`config.mk`:
```
export PLATFORM = sky130hd
export DESIGN_NAME = vsweep_gen
export DESIGN_NICKNAME = d
export VERILOG_FILES = /design/src/rtl/vsweep_pkg.sv /design/src/rtl/vsweep_phase.sv /design/src/rtl/vsweep_repeat.sv /design/src/rtl/vsweep_lines.sv /design/src/rtl/vsweep_gen.sv
export SDC_FILE = /design/constraint.sdc
export NUM_CORES = 1
export LEC_CHECK = 0
export BUFFER_PORTS_ARGS = -buffer_cell sky130_fd_sc_hd__buf_2
export CAP_MARGIN = 10
export CORE_UTILIZATION = 45
export CTS_CLUSTER_SIZE = 28
export DETAILED_ROUTE_END_ITERATION = 16
export PLACE_DENSITY = 0.63
export SLEW_MARGIN = 20
export SYNTH_ARGS = -nofsm -noshare
export SYNTH_HDL_FRONTEND = slang
export SYNTH_HIERARCHICAL = 1
export SYNTH_SLANG_ARGS = --single-unit
export TNS_END_PERCENT = 30
```
`constraint.sdc`:
```
create_clock -name clk -period 3.8 [get_ports clk]
set_clock_uncertainty 0.15 [all_clocks]
set_input_delay 0.38 -clock clk [delete_from_list [all_inputs] [get_ports clk]]
set_output_delay 0.38 -clock clk [all_outputs]
set_load 0.01 [all_outputs]
```
`src/rtl/vsweep_pkg.sv`:
```
package vsweep_pkg;
    localparam int VS_POS_W  = 12;
    localparam int VS_REP_W  = 13;
    localparam int VS_LINE_W = 13;
    localparam int VS_NREG   = 5;

    // Derived width of a region index for a given region count.
    function automatic int idx_width(input int nreg);
        return (nreg > 1) ? $clog2(nreg) : 1;
    endfunction
endpackage

```
`src/rtl/vsweep_phase.sv`:
```
// Phase counter of one pulse period plus the registered waveform decode.
module vsweep_phase #(
    parameter int POS_W = 12
) (
    input  logic             clk,
    input  logic             rst_n,
    input  logic             clear,
    input  logic             run,
    input  logic             go_next,
    input  logic [POS_W-1:0] tog1,
    input  logic [POS_W-1:0] tog2,
    input  logic [POS_W-1:0] tog3,
    output logic [POS_W-1:0] pos,
    output logic             wrap,
    output logic             vout
);
    typedef struct packed {
        logic [POS_W-1:0] pos;
        logic             vout;
    } phase_t;

    phase_t st_d, st_q;

    always_comb begin
        st_d = st_q;
        wrap = run && (st_q.pos == (tog3 - POS_W'(1)));
        if (clear) begin
            st_d.pos = '0;
        end else if (run) begin
            st_d.pos = wrap ? '0 : st_q.pos + POS_W'(1);
        end
        st_d.vout = go_next && (st_d.pos >= tog1) && (st_d.pos < tog2);
    end

    always_ff @(posedge clk or negedge rst_n) begin
        if (!rst_n) st_q <= '0;
        else        st_q <= st_d;
    end

    assign pos  = st_q.pos;
    assign vout = st_q.vout;
endmodule

```
`src/rtl/vsweep_repeat.sv`:
```
// Repeat counter: latches the target on a restart and flags the final period.
module vsweep_repeat #(
    parameter int REP_W = 13
) (
    input  logic             clk,
    input  logic             rst_n,
    input  logic             clear,
    input  logic [REP_W-1:0] load_val,
    input  logic             wrap,
    output logic [REP_W-1:0] reps,
    output logic [REP_W-1:0] target,
    output logic             last
);
    typedef struct packed {
        logic [REP_W-1:0] target;
        logic [REP_W-1:0] reps;
    } rep_t;

    rep_t st_d, st_q;

    always_comb begin
        st_d = st_q;
        last = wrap && ((st_q.reps + REP_W'(1)) == st_q.target);
        if (clear) begin
            st_d.target = load_val;
            st_d.reps   = '0;
        end else if (wrap) begin
            st_d.reps = st_q.reps + REP_W'(1);
        end
    end

    always_ff @(posedge clk or negedge rst_n) begin
        if (!rst_n) st_q <= '0;
        else        st_q <= st_d;
    end

    assign reps   = st_q.reps;
    assign target = st_q.target;
endmodule

```
`src/rtl/vsweep_lines.sv`:
```
// Saturating counter of line strobes crossed by a sweep train.
module vsweep_lines #(
    parameter int LINE_W = 13
) (
    input  logic              clk,
    input  logic              rst_n,
    input  logic              clear,
    input  logic              inc,
    output logic [LINE_W-1:0] count
);
    logic [LINE_W-1:0] cnt_d, cnt_q;

    always_comb begin
        cnt_d = cnt_q;
        if (clear)                   cnt_d = '0;
        else if (inc && ~&cnt_q)     cnt_d = cnt_q + LINE_W'(1);
    end

    always_ff @(posedge clk or negedge rst_n) begin
        if (!rst_n) cnt_q <= '0;
        else        cnt_q <= cnt_d;
    end

    assign count = cnt_q;
endmodule

```
`src/rtl/vsweep_gen.sv`:
```
module vsweep_gen
    import vsweep_pkg::*;
#(
    parameter int POS_W  = VS_POS_W,
    parameter int REP_W  = VS_REP_W,
    parameter int LINE_W = VS_LINE_W,
    parameter int NREG   = VS_NREG,
    localparam int IDX_W = idx_width(NREG)
) (
    input  logic              clk,
    input  logic              rst_n,
    input  logic              region_start,
    input  logic [IDX_W-1:0]  region_idx,
    input  logic [NREG-1:0]   sweep_en,
    input  logic              hd,
    input  logic [POS_W-1:0]  tog1,
    input  logic [POS_W-1:0]  tog2,
    input  logic [POS_W-1:0]  tog3,
    input  logic [REP_W-1:0]  rep_count,
    output logic              vout,
    output logic              busy,
    output logic              done,
    output logic [LINE_W-1:0] hd_crossings
);
    typedef struct packed {
        logic sweep;
        logic inreg;
        logic active;
        logic done;
    } ctrl_t;

    ctrl_t ctl_d, ctl_q;

    logic             sweep_sel;
    logic             restart;
    logic             wrap;
    logic             last;
    logic             cross_inc;
    logic [POS_W-1:0] pos;
    logic [REP_W-1:0] reps;
    logic [REP_W-1:0] target;

    // Region sweep bit lookup; indices past the last region read as ordinary.
    always_comb begin
        sweep_sel = 1'b0;
        for (int i = 0; i < NREG; i++) begin
            if (region_idx == IDX_W'(i)) sweep_sel = sweep_en[i];
        end
    end

    always_comb begin
        ctl_d     = ctl_q;
        restart   = region_start || (hd && ctl_q.inreg && !ctl_q.sweep);
        cross_inc = hd && ctl_q.sweep && ctl_q.active && !region_start;
        if (region_start) begin
            ctl_d.sweep = sweep_sel;
            ctl_d.inreg = 1'b1;
        end
        if (restart) begin
            ctl_d.active = (rep_count != '0);
            ctl_d.done   = (rep_count == '0);
        end else begin
            ctl_d.done = last;
            if (last) ctl_d.active = 1'b0;
        end
    end

    always_ff @(posedge clk or negedge rst_n) begin
        if (!rst_n) ctl_q <= '0;
        else        ctl_q <= ctl_d;
    end

    vsweep_phase #(.POS_W(POS_W)) i_phase (
        .clk     (clk),
        .rst_n   (rst_n),
        .clear   (restart),
        .run     (ctl_q.active),
        .go_next (ctl_d.active),
        .tog1    (tog1),
        .tog2    (tog2),
        .tog3    (tog3),
        .pos     (pos),
        .wrap    (wrap),
        .vout    (vout)
    );

    vsweep_repeat #(.REP_W(REP_W)) i_repeat (
        .clk      (clk),
        .rst_n    (rst_n),
        .clear    (restart),
        .load_val (rep_count),
        .wrap     (wrap),
        .reps     (reps),
        .target   (target),
        .last     (last)
    );

    vsweep_lines #(.LINE_W(LINE_W)) i_lines (
        .clk   (clk),
        .rst_n (rst_n),
        .clear (region_start),
        .inc   (cross_inc),
        .count (hd_crossings)
    );

    assign busy = ctl_q.active;
    assign done = ctl_q.done;
endmodule

```
# --- Word-level counts from Yosys, hierarchy flattened ---
# Index checks and enable logic that the tools add are counted.
# Widths: inputs -> output; s select.
classes:
  muxes: 14
  n_lt_le_gt_ge: 2
  reduce_logical: 20
  n_eq_ne: 6
  addsub: 4
op_table:
  columns: ["operator", "count"]
  rows:
  - ["$mux 13", 4]
  - ["$mux 12", 3]
  - ["$add 13x1->13 const B", 2]
  - ["$eq 13x13->1", 1]
  - ["$logic_not 13->1", 1]
  - ["$reduce_and 13->1", 1]
  - ["$reduce_bool 13->1", 1]
  - ["$add 12x1->12 const B", 1]
  - ["$eq 12x12->1", 1]
  - ["$ge 12x12->1", 1]
  - ["$lt 12x12->1", 1]
  - ["$sub 12x1->12 const B", 1]
  - ["$logic_and 1x1->1", 10]
  - ["$eq 3x2->1 const B", 2]
  - ["$mux 1", 6]
  - ["$reduce_bool 2->1", 2]
  - ["$eq 3x1->1 const B", 1]
  - ["$eq 3x3->1 const B", 1]
  - ["$logic_not 1->1", 3]
  - ["$logic_not 3->1", 1]
  - ["$mux 2", 1]
  - ["$logic_or 1x1->1", 1]
totals:
  word_cells: 55
  out_inout_bits: 16
  in_bits: 61
  register_bits: 56

# --- Longest topological paths before layout ---
# Gate-level depths: netlist of run 1.
logic_depth:
  depth_word: 9
  mapped_depth: 16
  ltp_nobuf: 16

# --- Modules after synthesis ---
# Netlist of run 1, hierarchy kept.
by_module_without_submodules:
  columns: ["module", "area_per_inst_um2", "seq_area_each_um2", "n_inst", "cells_per_inst"]
  rows:
  - ["vsweep_phase", 1641.6, 325.3, 1, 203]
  - ["vsweep_repeat", 1567.8, 650.6, 1, 151]
  - ["vsweep_lines", 764.5, 325.3, 1, 79]
  - ["vsweep_gen", 256.5, 100.1, 1, 27]

# --- Worst setup path after synthesis of run 1 ---
# No wires, ideal clock.
synth_timing:
  path_kind: "in2reg"
  from: "in tog3[0]"
  to: "reg i_phase.st_q (netlist bit i_phase/vout)"
  stages: 14
  required_time_ps: 3526
  setup_time_ps: 124
  t_arrival_ps: 3415
  n_path_buf: 0
  setup_slack_ps: 111
  path_cell_list: "inv_1 > ha_1 > or3b_4 > or4_1 > a22oi_1 > nand4_1 > o21ai_2 > nor2_1 > ha_1 > a21o_1 > a2111oi_0 > o21ai_0 > a41oi_1 > nor3b_1"
synth_rtl:
  columns: ["element", "line_no", "text"]
  rows:
  - ["from (decl)", "vsweep_gen.sv:18", "input logic [POS_W-1:0] tog3,"]
  - ["to (signal assigned)", "vsweep_phase.sv:37", "else st_q <= st_d;"]
  - ["to (decl)", "vsweep_phase.sv:22", "phase_t st_d, st_q;"]

==> impl_summary.log, run 1 <==
[metrics] Flop pwr share: 53.2%
[metrics] synth warn: 6
[metrics] worst r2r path cells: 13
[metrics] flip-flop and latch count after synthesis: 56
[metrics] post-synthesis average cell area: 9.196 um^2
[metrics] source-to-sink clock delay at the later pin of the worst-skew pair: 0.32 ns
[metrics] instance count of the mapped netlist: 460
[metrics] P&R area growth vs syn: 18.93%
[metrics] # hold bufs at CTS: 0
[metrics] EDFF count, synth: 0
[metrics] Rows: 35
[metrics] switching power: 0.3389 mW
[metrics] count of distinct cell types in the synthesized netlist: 72
[metrics] max-capacitance violation count: 0
[metrics] post-route total power: 1.198 mW
[metrics] maximum clock rate: 276.7 MHz
[metrics] async set-or-reset flop fraction in the synthesized netlist: 100.0%
[metrics] arrival time reported for the critical path endpoint: 3.67 ns
[metrics] crit path launch: tog3[1]
[metrics] class of the tightest hold or removal check: primary input to asynchronous set/reset pin
[metrics] type of the worst setup path: primary input to flop
[metrics] via count of the first global-routing pass: 3489
[metrics] min cycle time layout: 3.614 ns
[metrics] violated checks: design-rule violations, negative hold slack
[metrics] antenna violations before repair: 0
[metrics] endpoint of the most critical register-to-register path: i_phase/vout
[metrics] GRT overflow: 0
[metrics] CTS H-tree depth: 2
[metrics] static leakage power: between 2 and 2.5 nW
[metrics] cell type with the largest total area after synthesis: sky130_fd_sc_hd__dfrtp_1
[metrics] final-report setup violation count: 0
[metrics] post-detailed-placement cell area: 4890 um^2
[metrics] pin count of the biggest net entering global routing: 33
[metrics] capture point of the critical path: i_phase/vout
[metrics] initial core utilization: 46.22%
[metrics] Port Buffer Count: 76
[metrics] vertical extent of the die: 98.96 um
[metrics] first-pass iteration count of the detailed router: 10
[metrics] tightest hold margin: -0.03294 ns
[metrics] register-to-register path setup slack: 0.26 ns
[metrics] cell types with the largest area share after synthesis: sky130_fd_sc_hd__dfrtp_1, sky130_fd_sc_hd__ha_1, sky130_fd_sc_hd__xnor2_1
[metrics] fraction of the cycle the final worst path needs: 95.11%
[metrics] total number of vias: 3681
[metrics] top-area cell type share of the netlist area: 33.13%
[metrics] dominant synthesized flop cell: sky130_fd_sc_hd__dfrtp_1
[metrics] global-route usage over all layers: 20.99%
[metrics] first-pass GRT wire length: 16.64 mm
[metrics] data required time at the worst endpoint: 3.86 ns
[metrics] most common cell after layout, fill and taps aside: sky130_fd_sc_hd__buf_2
[metrics] number of DRC violations after detailed-routing iteration 0: 206
[metrics] number of buffers on the longest clock path: 2
[metrics] leading cell types in the layout, fill and taps excluded: sky130_fd_sc_hd__buf_2, sky130_fd_sc_hd__dfrtp_1, sky130_fd_sc_hd__nor2_1
[metrics] Final Wtd Congestion: between 0.8 and 0.9
[metrics] share of total power consumed by net switching: 28.28%
[metrics] half-perimeter wire length after placement: 7.721 mm
[metrics] core outline area: 9153 um^2
[metrics] Cell Pwr Density: ~240 nW/um^2
[metrics] setup TNS: 0 ns
[metrics] final standard cell utilization of the core: between 50% and 60%
[metrics] CTS sink cnt: 56
[metrics] overall routed net length: 9.787 mm
[metrics] Synth Net Count: roughly 550
[metrics] worst-path fanout max: 4
[metrics] TritonCTS clock tree: yes
[metrics] internal power: roughly 0.86 mW
[metrics] net total in the final layout: 648
[metrics] Ant. Diodes: 0
[metrics] Seq/Total Area, Yosys: 33.13%
[metrics] Antenna Nets Post-Route: 0
[metrics] horizontal extent of the die: 98.96 um
[metrics] worst slew margin relative to its limit: 51.06%
[metrics] average detailed-routed wire length per instance: 14.56 um
[metrics] critical path capture point type: flop
[metrics] status: complete, but fails checks
[metrics] number of I/O pins: 77
[metrics] fraction of final layout cells sized beyond drive strength 1: 29.95%
[metrics] final routed DRC violation total: 2
[metrics] Hold Violations, Final: 30
[metrics] startpoint of the lowest-slack register-to-register path: i_phase/pos[9]
[metrics] clock slew seen by the registers of the worst setup and hold paths: 0.10 ns
[metrics] startpoint class of the critical path: primary input
[metrics] number of fill cells: 843
[metrics] Worst Max-Slew Pin Slew: 0.7341 ns
[metrics] clock root buffer: sky130_fd_sc_hd__clkbuf_8
[metrics] overall die area: 9792 um^2
[metrics] Max Slew Vio Count: 0
[metrics] share of power burned in combinational logic: a little under a fifth
[metrics] peak supply drop: approximately 0.00015 V
[metrics] Mapped Area: 4230 um^2
[metrics] proportion of power drawn by the clock network: around 28%
[metrics] Inserted Clock Buffers: 5
[metrics] routed vias/inst: 5.478
[metrics] final instance area: 5031 um^2
registers in the layout, indices dropped and copies added, names as in the netlist:
signal	flops
busy	1
i_repeat/reps	13
i_phase/vout	1
i_lines/count	13
i_repeat/target	13
done	1
i_phase/pos	12
ctl_q	2
stage by stage:
| step | worst slack [ns] | instances |
|---|---|---|
| final | 0.1857 | 672 |
| after floorplan | 0.1112 | 460 |
| after CTS | 0.06629 | 671 |
| after global placement | -0.2570 | 663 |
| after global routing | -0.02424 | 672 |
| after detailed placement | -0.2554 | 663 |
kinds of logic (layout without fill, tap and decap cells):
group / Yosys count / after routing / share of synthesized area (%)
xor gates and xnor gates: 47 / 47 / 9.909
buffers and inverters: 55 / 156 / 5.915
AOI/OAI and AO/OA: 81 / 81 / 13.52
muxes: 19 / 19 / 4.969
adders and majority gates: 27 / 27 / 7.986
DFF: 56 / 56 / 33.13
and+or+nand+nor: 175 / 175 / 24.58
critical path: stages:
cell	delay, ns
sky130_fd_sc_hd__buf_2	0.11
sky130_fd_sc_hd__inv_1	0.09
sky130_fd_sc_hd__ha_4	0.15
sky130_fd_sc_hd__or3b_4	0.38
sky130_fd_sc_hd__or4_1	0.49
sky130_fd_sc_hd__a22oi_2	0.18
sky130_fd_sc_hd__nand4_1	0.24
sky130_fd_sc_hd__o21ai_2	0.28
sky130_fd_sc_hd__nor2_1	0.10
sky130_fd_sc_hd__buf_4	0.15
sky130_fd_sc_hd__ha_1	0.28
sky130_fd_sc_hd__nand4_1	0.12
sky130_fd_sc_hd__a211oi_2	0.28
sky130_fd_sc_hd__and4_1	0.22
sky130_fd_sc_hd__o21ai_0	0.06
sky130_fd_sc_hd__nor3b_2	0.16
repair_timing:
item	in CTS	in global routing
gates resized for setup	0	13
buffers inserted	0	1
endpoints found under the setup margin	0	1
worst min-delay path by stage:
| stage | end | slack [ns] |
|---|---|---|
| after floorplan | busy | -0.07 |
| after global placement | ctl_q[2] | 0.33 |
| after detailed placement | ctl_q[2] | 0.34 |
| after CTS | i_phase/pos[11] | 0.009 |
| after global routing | i_phase/pos[11] | 0.04 |
| final | i_lines/count[10] | -0.03 |
power by group through the flow:
stage,registers (mW),logic [mW],clock network (mW)
after floorplan,0.642,0.126,0
after CTS,0.638,0.222,0.346
final,0.637,0.224,0.337
after detailed placement,0.650,0.220,0
after global placement,0.648,0.218,0
after global routing,0.641,0.251,0.368
per-layer routing:
layer / track usage [%] / wire length, um
met1: 31.33 / 5066
met2: 32.38 / 4245
met3: 2.482 / 406
met4: 4.822 / 69
met5: 0 / 0
cell usage after synthesis, types with 3 or more instances:
library cell               count
sky130_fd_sc_hd__or3_1        10
sky130_fd_sc_hd__nand3_1      15
sky130_fd_sc_hd__xnor2_1      25
sky130_fd_sc_hd__a31oi_1       6
sky130_fd_sc_hd__a211oi_1      3
sky130_fd_sc_hd__nand2_1      20
sky130_fd_sc_hd__a21o_1        4
sky130_fd_sc_hd__inv_1        37
sky130_fd_sc_hd__o31ai_1       5
sky130_fd_sc_hd__nor2_1       41
sky130_fd_sc_hd__xor2_1       21
sky130_fd_sc_hd__dfrtp_1      56
sky130_fd_sc_hd__nand2b_1      8
sky130_fd_sc_hd__mux2i_1       3
sky130_fd_sc_hd__or4_1         4
sky130_fd_sc_hd__ha_1         27
sky130_fd_sc_hd__nor2b_1       6
sky130_fd_sc_hd__buf_6         3
sky130_fd_sc_hd__nand4_1      18
sky130_fd_sc_hd__nor4_1        4
sky130_fd_sc_hd__a21oi_1      17
sky130_fd_sc_hd__clkbuf_1      8
sky130_fd_sc_hd__buf_4         3
sky130_fd_sc_hd__nor3_1       10
sky130_fd_sc_hd__nor3b_1       6
sky130_fd_sc_hd__mux2_2       15
sky130_fd_sc_hd__and4_1        5
sky130_fd_sc_hd__o21ai_0      23
layout make-up:
type	instances	area (um^2)	area share [%]
clock buffer	6	72.57	1.442
clock inverter	2	13.76	0.2736
inverter	38	142.6	2.835
multi-input combinational	349	2623	52.13
sequential	56	1401	27.85
tap	111	138.9	2.761
timing repair buffer	110	639.4	12.71
Power figures use the tool's default switching activity.
==> run 2, diff against run 1 <==
Settings changed: CAP_MARGIN 10 to 20, CTS_BUF_LIST set to sky130_fd_sc_hd__clkbuf_8.
==> impl_summary.log, run 2 (synthesis gave the netlist of run 1 again) <==
[metrics] number of buffers on the longest clock path: 2
[metrics] slack of the critical path: 0.1857 ns
[metrics] Final Wtd Congestion: 0.8917
[metrics] arrival time reported for the critical path endpoint: between 3 and 4 ns
[metrics] source-to-sink clock delay at the later pin of the worst-skew pair: 0.32 ns
[metrics] number of fill cells: 843
[metrics] peak supply drop: approximately 0.00015 V
[metrics] final-report setup violation count: 0
[metrics] overall routed net length: about 10 mm
[metrics] number of I/O pins: 77
[metrics] GRT overflow: 0
[metrics] data required time at the worst endpoint: about 3.9 ns
[metrics] TritonCTS clock tree: yes
[metrics] share of total power consumed by net switching: 28.36%
[metrics] fraction of the cycle the final worst path needs: 95.11%
[metrics] tightest hold margin: -0.03339 ns
[metrics] Antenna Nets Post-Route: 0
[metrics] final instance area: between 5000 and 6000 um^2
[metrics] # hold bufs at CTS: 0
[metrics] total instance count after detailed placement: approximately 660
[metrics] worst setup slack after placement: -0.2554 ns
[metrics] setup TNS: 0 ns
[metrics] switching power: 0.3392 mW
[metrics] startpoint of the lowest-slack register-to-register path: i_phase/pos[9]
[metrics] P&R area growth vs syn: 18.93%
[metrics] clock root buffer: sky130_fd_sc_hd__clkbuf_8
[metrics] vertical extent of the die: about 100 um
[metrics] most common cell after layout, fill and taps aside: sky130_fd_sc_hd__buf_2
[metrics] violated checks: design-rule violations, negative hold slack
[metrics] type of the worst setup path: primary input to flop
[metrics] Port Buffer Count: 76
[metrics] status: complete, but fails checks
[metrics] overall die area: just under 10000 um^2
[metrics] Finished Layout Cells: 672
[metrics] total number of vias: roughly 3700
[metrics] post-detailed-placement cell area: 4890 um^2
[metrics] first-pass GRT wire length: 16.64 mm
[metrics] average detailed-routed wire length per instance: 14.57 um
[metrics] endpoint of the most critical register-to-register path: i_phase/vout
[metrics] static leakage power: roughly 2.3 nW
[metrics] Hold Violations, Final: 30
[metrics] initial core utilization: 46.22%
[metrics] Worst Max-Slew Pin Slew: between 0.7 and 0.8 ns
[metrics] startpoint class of the critical path: primary input
[metrics] routed vias/inst: 5.484
[metrics] maximum clock rate: approximately 280 MHz
[metrics] worst slew margin relative to its limit: 51.06%
[metrics] pin count of the biggest net entering global routing: 33
[metrics] first-pass iteration count of the detailed router: 10
[metrics] Inserted Clock Buffers: 5
[metrics] register-to-register path setup slack: 0.26 ns
[metrics] worst-path fanout max: 4
[metrics] final routed DRC violation total: 2
[metrics] CTS H-tree depth: 2
[metrics] post-route total power: 1.196 mW
[metrics] fraction of final layout cells sized beyond drive strength 1: approximately 30%
[metrics] worst r2r path cells: 13
[metrics] net total in the final layout: 648
[metrics] core outline area: 9153 um^2
[metrics] number of DRC violations after detailed-routing iteration 0: 206
[metrics] CTS sink cnt: 56
[metrics] clock slew seen by the registers of the worst setup and hold paths: approximately 0.10 ns
[metrics] critical path capture point type: flop
[metrics] internal power: 0.8568 mW
[metrics] leading cell types in the layout, fill and taps excluded: sky130_fd_sc_hd__buf_2, sky130_fd_sc_hd__dfrtp_1, sky130_fd_sc_hd__nor2_1
[metrics] min cycle time layout: between 3 and 4 ns
[metrics] class of the tightest hold or removal check: primary input to asynchronous set/reset pin
[metrics] share of power burned in combinational logic: 18.7%
[metrics] Rows: 35
[metrics] antenna violations before repair: 0
[metrics] via count of the first global-routing pass: 3489
[metrics] global-route usage over all layers: 20.99%
[metrics] final standard cell utilization of the core: 54.97%
[metrics] proportion of power drawn by the clock network: 28.0%
[metrics] max-capacitance violation count: 0
[metrics] Ant. Diodes: 0
[metrics] Cell Pwr Density: 237.7 nW/um^2
[metrics] Max Slew Vio Count: 0
[metrics] Flop pwr share: 53.3%
[metrics] horizontal extent of the die: 98.96 um
[metrics] half-perimeter wire length after placement: 7.721 mm
## run 2: cell count changes in the layout (fill, tap and decap cells not counted), sizes merged
cell,before,now
clkbuf,6,5
inv,38,39
## run 2: critical path, stage by stage
cell and delay [ns]:
sky130_fd_sc_hd__buf_2 0.11, sky130_fd_sc_hd__inv_1 0.09, sky130_fd_sc_hd__ha_4 0.15, sky130_fd_sc_hd__or3b_4 0.38, sky130_fd_sc_hd__or4_1 0.49, sky130_fd_sc_hd__a22oi_2 0.18, sky130_fd_sc_hd__nand4_1 0.24, sky130_fd_sc_hd__o21ai_2 0.28
sky130_fd_sc_hd__nor2_1 0.10, sky130_fd_sc_hd__buf_4 0.15, sky130_fd_sc_hd__ha_1 0.28, sky130_fd_sc_hd__nand4_1 0.12, sky130_fd_sc_hd__a211oi_2 0.28, sky130_fd_sc_hd__and4_1 0.22, sky130_fd_sc_hd__o21ai_0 0.06, sky130_fd_sc_hd__nor3b_2 0.16
## run 2: power groups by stage
stage	registers (mW)	logic, mW	clock network, mW
floorplan	0.642	0.126	0
global placement	0.648	0.218	0
detailed placement	0.650	0.220	0
CTS	0.638	0.222	0.344
global route	0.641	0.251	0.365
finish	0.637	0.224	0.335
## run 2: layout make-up
| type | instances | area, um^2 | area share (%) |
|---|---|---|---|
| Timing Repair Buffer | 110 | 639.4 | 12.71 |
| Multi-Input combinational cell | 349 | 2623 | 52.13 |
| Sequential cell | 56 | 1401 | 27.85 |
| Inverter | 38 | 142.6 | 2.835 |
| Clock inverter | 3 | 17.52 | 0.3482 |
| Clock buffer | 5 | 68.82 | 1.368 |
| Tap cell | 111 | 138.9 | 2.761 |
## run 2: repair_timing
item / in CTS / in global routing
endpoints found under the setup margin: 0 / 1
hold endpoints to repair: 0 / 0
buffers inserted: 0 / 1
gates resized for setup: 0 / 13
## run 2: how the worst max path moves through the flow
stage                       start           end  slack (ns)  cells past startpoint
final                     tog3[1]  i_phase/vout        0.19                     16
after global routing      tog3[1]  i_phase/vout       -0.02                     16
after CTS                 tog3[0]  i_phase/vout        0.07                     17
after global placement    tog3[0]  i_phase/vout       -0.26                     17
after detailed placement  tog3[0]  i_phase/vout       -0.26                     17
after floorplan           tog3[0]  i_phase/vout        0.11                     14
## run 2: per-layer routing
metal	wire, um	global-route usage [%]
met1	5061	31.33
met2	4246	32.38
met3	412	2.482
met4	69	4.822
met5	0	0
==> run 3, diff against run 2 <==
--- a/config.mk
+++ b/config.mk
@@ -10,7 +10,7 @@
 export CORE_UTILIZATION = 45
 export CTS_BUF_LIST = sky130_fd_sc_hd__clkbuf_8
-export CTS_CLUSTER_SIZE = 28
+export CTS_CLUSTER_SIZE = 12
 export DETAILED_ROUTE_END_ITERATION = 16
-export PLACE_DENSITY = 0.63
+export PLACE_DENSITY = 0.65
 export SLEW_MARGIN = 20
 export SYNTH_ARGS = -nofsm -noshare
==> constraint.sdc (replaced) <==
create_clock -name clk -period 2.9 [get_ports clk]
set_clock_uncertainty 0.15 [all_clocks]
set_input_delay 0.29 -clock clk [delete_from_list [all_inputs] [get_ports clk]]
set_output_delay 0.29 -clock clk [all_outputs]
set_load 0.1 [all_outputs]
==> impl_summary.log, run 3 (synthesis gave the netlist of run 1 again) <==
[metrics] P&R area growth vs syn: 27.68%
[metrics] final routed DRC violation total: 0
[metrics] worst-path fanout max: 5
[metrics] tightest hold margin: roughly 0.069 ns
[metrics] peak supply drop: 0.0002182 V
[metrics] horizontal extent of the die: 98.96 um
[metrics] clock root buffer: sky130_fd_sc_hd__clkbuf_8
[metrics] average detailed-routed wire length per instance: 15.26 um
[metrics] Port Buffer Count: 76
[metrics] GRT overflow: 0
[metrics] final standard cell utilization of the core: 59.02%
[metrics] CTS H-tree depth: 2
[metrics] number of buffers on the longest clock path: 2
[metrics] fraction of final layout cells sized beyond drive strength 1: between 30% and 40%
[metrics] worst stage delay on the critical path: 0.54 ns
[metrics] slack of the critical path: -0.5114 ns
[metrics] Ant. Diodes: 0
[metrics] violated checks: negative setup slack
[metrics] Crit path max-delay family: simple AND/OR/NAND/NOR gates
[metrics] RSZ-0062 raised after global routing: yes
[metrics] Antenna Nets Post-Route: 0
[metrics] critical path capture point type: flop
[metrics] number of I/O pins: 77
[metrics] Hold Path Stages: 2
[metrics] initial core utilization: 46.22%
[metrics] min cycle time layout: 3.411 ns
[metrics] type of the worst setup path: primary input to flop
[metrics] overall die area: 9792 um^2
[metrics] Max Slew Vio Count: 0
[metrics] total number of vias: 3917
[metrics] first-pass iteration count of the detailed router: 4
[metrics] post-route total power: around 1.6 mW
[metrics] most common cell after layout, fill and taps aside: sky130_fd_sc_hd__buf_2
[metrics] pin count of the biggest net entering global routing: 27
[metrics] final-report setup violation count: 3
[metrics] fraction of the cycle the final worst path needs: 117.6%
[metrics] maximum clock rate: 293.1 MHz
[metrics] Finished Layout Cells: approximately 700
[metrics] total buffers and inverters traversed by the critical path: 3
[metrics] first-pass GRT wire length: roughly 18 mm
[metrics] clock slew seen by the registers of the worst setup and hold paths: approximately 0.11 ns
[metrics] Inserted Clock Buffers: 5
[metrics] worst setup slack after placement: -1.014 ns
[metrics] via count of the first global-routing pass: 3878
[metrics] leading cell types in the layout, fill and taps excluded: sky130_fd_sc_hd__buf_2, sky130_fd_sc_hd__dfrtp_1, sky130_fd_sc_hd__buf_4
[metrics] status: complete, but fails checks
[metrics] number of DRC violations after detailed-routing iteration 0: approximately 80
[metrics] worst-path cell chain: buf_12 > inv_12 > ha_4 > or3b_4 > or4_4 > a22oi_2 > nand4_1 > buf_6 > o21ai_4 > nor2_1 > ha_1 > nand4_1 > a211oi_2 > and4_1 > o21ai_0 > nor3b_2
[metrics] Rows: 35
[metrics] arrival time reported for the critical path endpoint: 3.47 ns
[metrics] routed vias/inst: 5.588
[metrics] CTS sink cnt: 56
[metrics] max-capacitance violation count: 0
[metrics] cell mode on critical path: sky130_fd_sc_hd__nand4_1
[metrics] static leakage power: ~2.5 nW
[metrics] Cell Pwr Density: 300.1 nW/um^2
[metrics] source-to-sink clock delay at the later pin of the worst-skew pair: 0.32 ns
[metrics] overall routed net length: about 11 mm
[metrics] number of stages on the worst setup path: 16
[metrics] net total in the final layout: 677
[metrics] startpoint class of the critical path: primary input
[metrics] vertical extent of the die: 98.96 um
[metrics] Hold Violations, Final: 0
[metrics] register-to-register path setup slack: -0.40 ns
[metrics] Worst Max-Slew Pin Slew: slightly below 0.5 ns
[metrics] worst slew margin relative to its limit: 67.34%
[metrics] antenna violations before repair: 0
[metrics] core outline area: 9153 um^2
[metrics] half-perimeter wire length after placement: 8.423 mm
[metrics] Final Wtd Congestion: 0.8921
[metrics] cell with the largest stage delay on the worst path: sky130_fd_sc_hd__or4_4
[metrics] total instance count after detailed placement: 686
[metrics] data required time at the worst endpoint: around 3 ns
[metrics] global-route usage over all layers: 23.16%
[metrics] worst r2r path cells: 13
[metrics] number of fill cells: 829
[metrics] TritonCTS clock tree: yes
[metrics] class of the tightest hold or removal check: primary input to flop
[run 3: changes by cell type in the layout (fill, tap and decap cells not counted), sizes merged]
cell	delta
clkinv	-1
buf	+27
o21ai	+1
dlygate4sd3	+1
clkinvlp	+1
[run 3: what timing repair did]
action	CTS	global route
cloned	1	0
hold buffers	1	0
buffers inserted	5	0
hold endpoints to repair	17	0
gates resized for setup	24	6
endpoints found under the setup margin	8	5
pin swaps	4	2
[run 3: power by group]
group / total [mW] / internal, mW / switching [mW]
logic: 0.335 / 0.162 / 0.174
clock network: 0.454 / 0.177 / 0.277
registers: 0.832 / 0.808 / 0.0243
total: 1.62 / 1.15 / 0.475
[run 3: layout make-up]
class                      instances  area (um^2)  share of cell area (%)
multi-input combinational        350         2715                   50.27
sequential                        56         1401                   25.94
timing repair buffer             138        892.1                   16.52
inverter                          38        160.2                   2.965
tap                              111        138.9                   2.571
clock buffer                       5        68.82                   1.274
clock inverter                     3        25.02                  0.4633
[run 3: final timing paths]
| kind | endpoint | start |
|---|---|---|
| max | i_phase/vout | tog3[1] |
| min | i_repeat/target[11] | rep_count[11] |
| max reg2reg | i_phase/vout | i_phase/pos[9] |
| min reg2reg | ctl_q[2] | ctl_q[2] |
| max in group asynchronous | i_repeat/reps[4] | rst_n |
| min in group asynchronous | i_lines/count[3] | rst_n |
[run 3: metrics by stage]
stage	instance area, um^2	TNS (ns)
finish	5401	-1.211
global route	5401	-1.569
CTS	5371	-1.074
detailed placement	5119	-6.661
global placement	5119	-5.887
floorplan	4287	-1.249
[run 3: per-layer routing]
metal	GRT usage, %	wire (um)	share of wire, %
met3	3.262	328	3.1
met4	8.496	296	2.8
met2	40.77	5429	51
met5	0	0	0
met1	28.82	4642	43
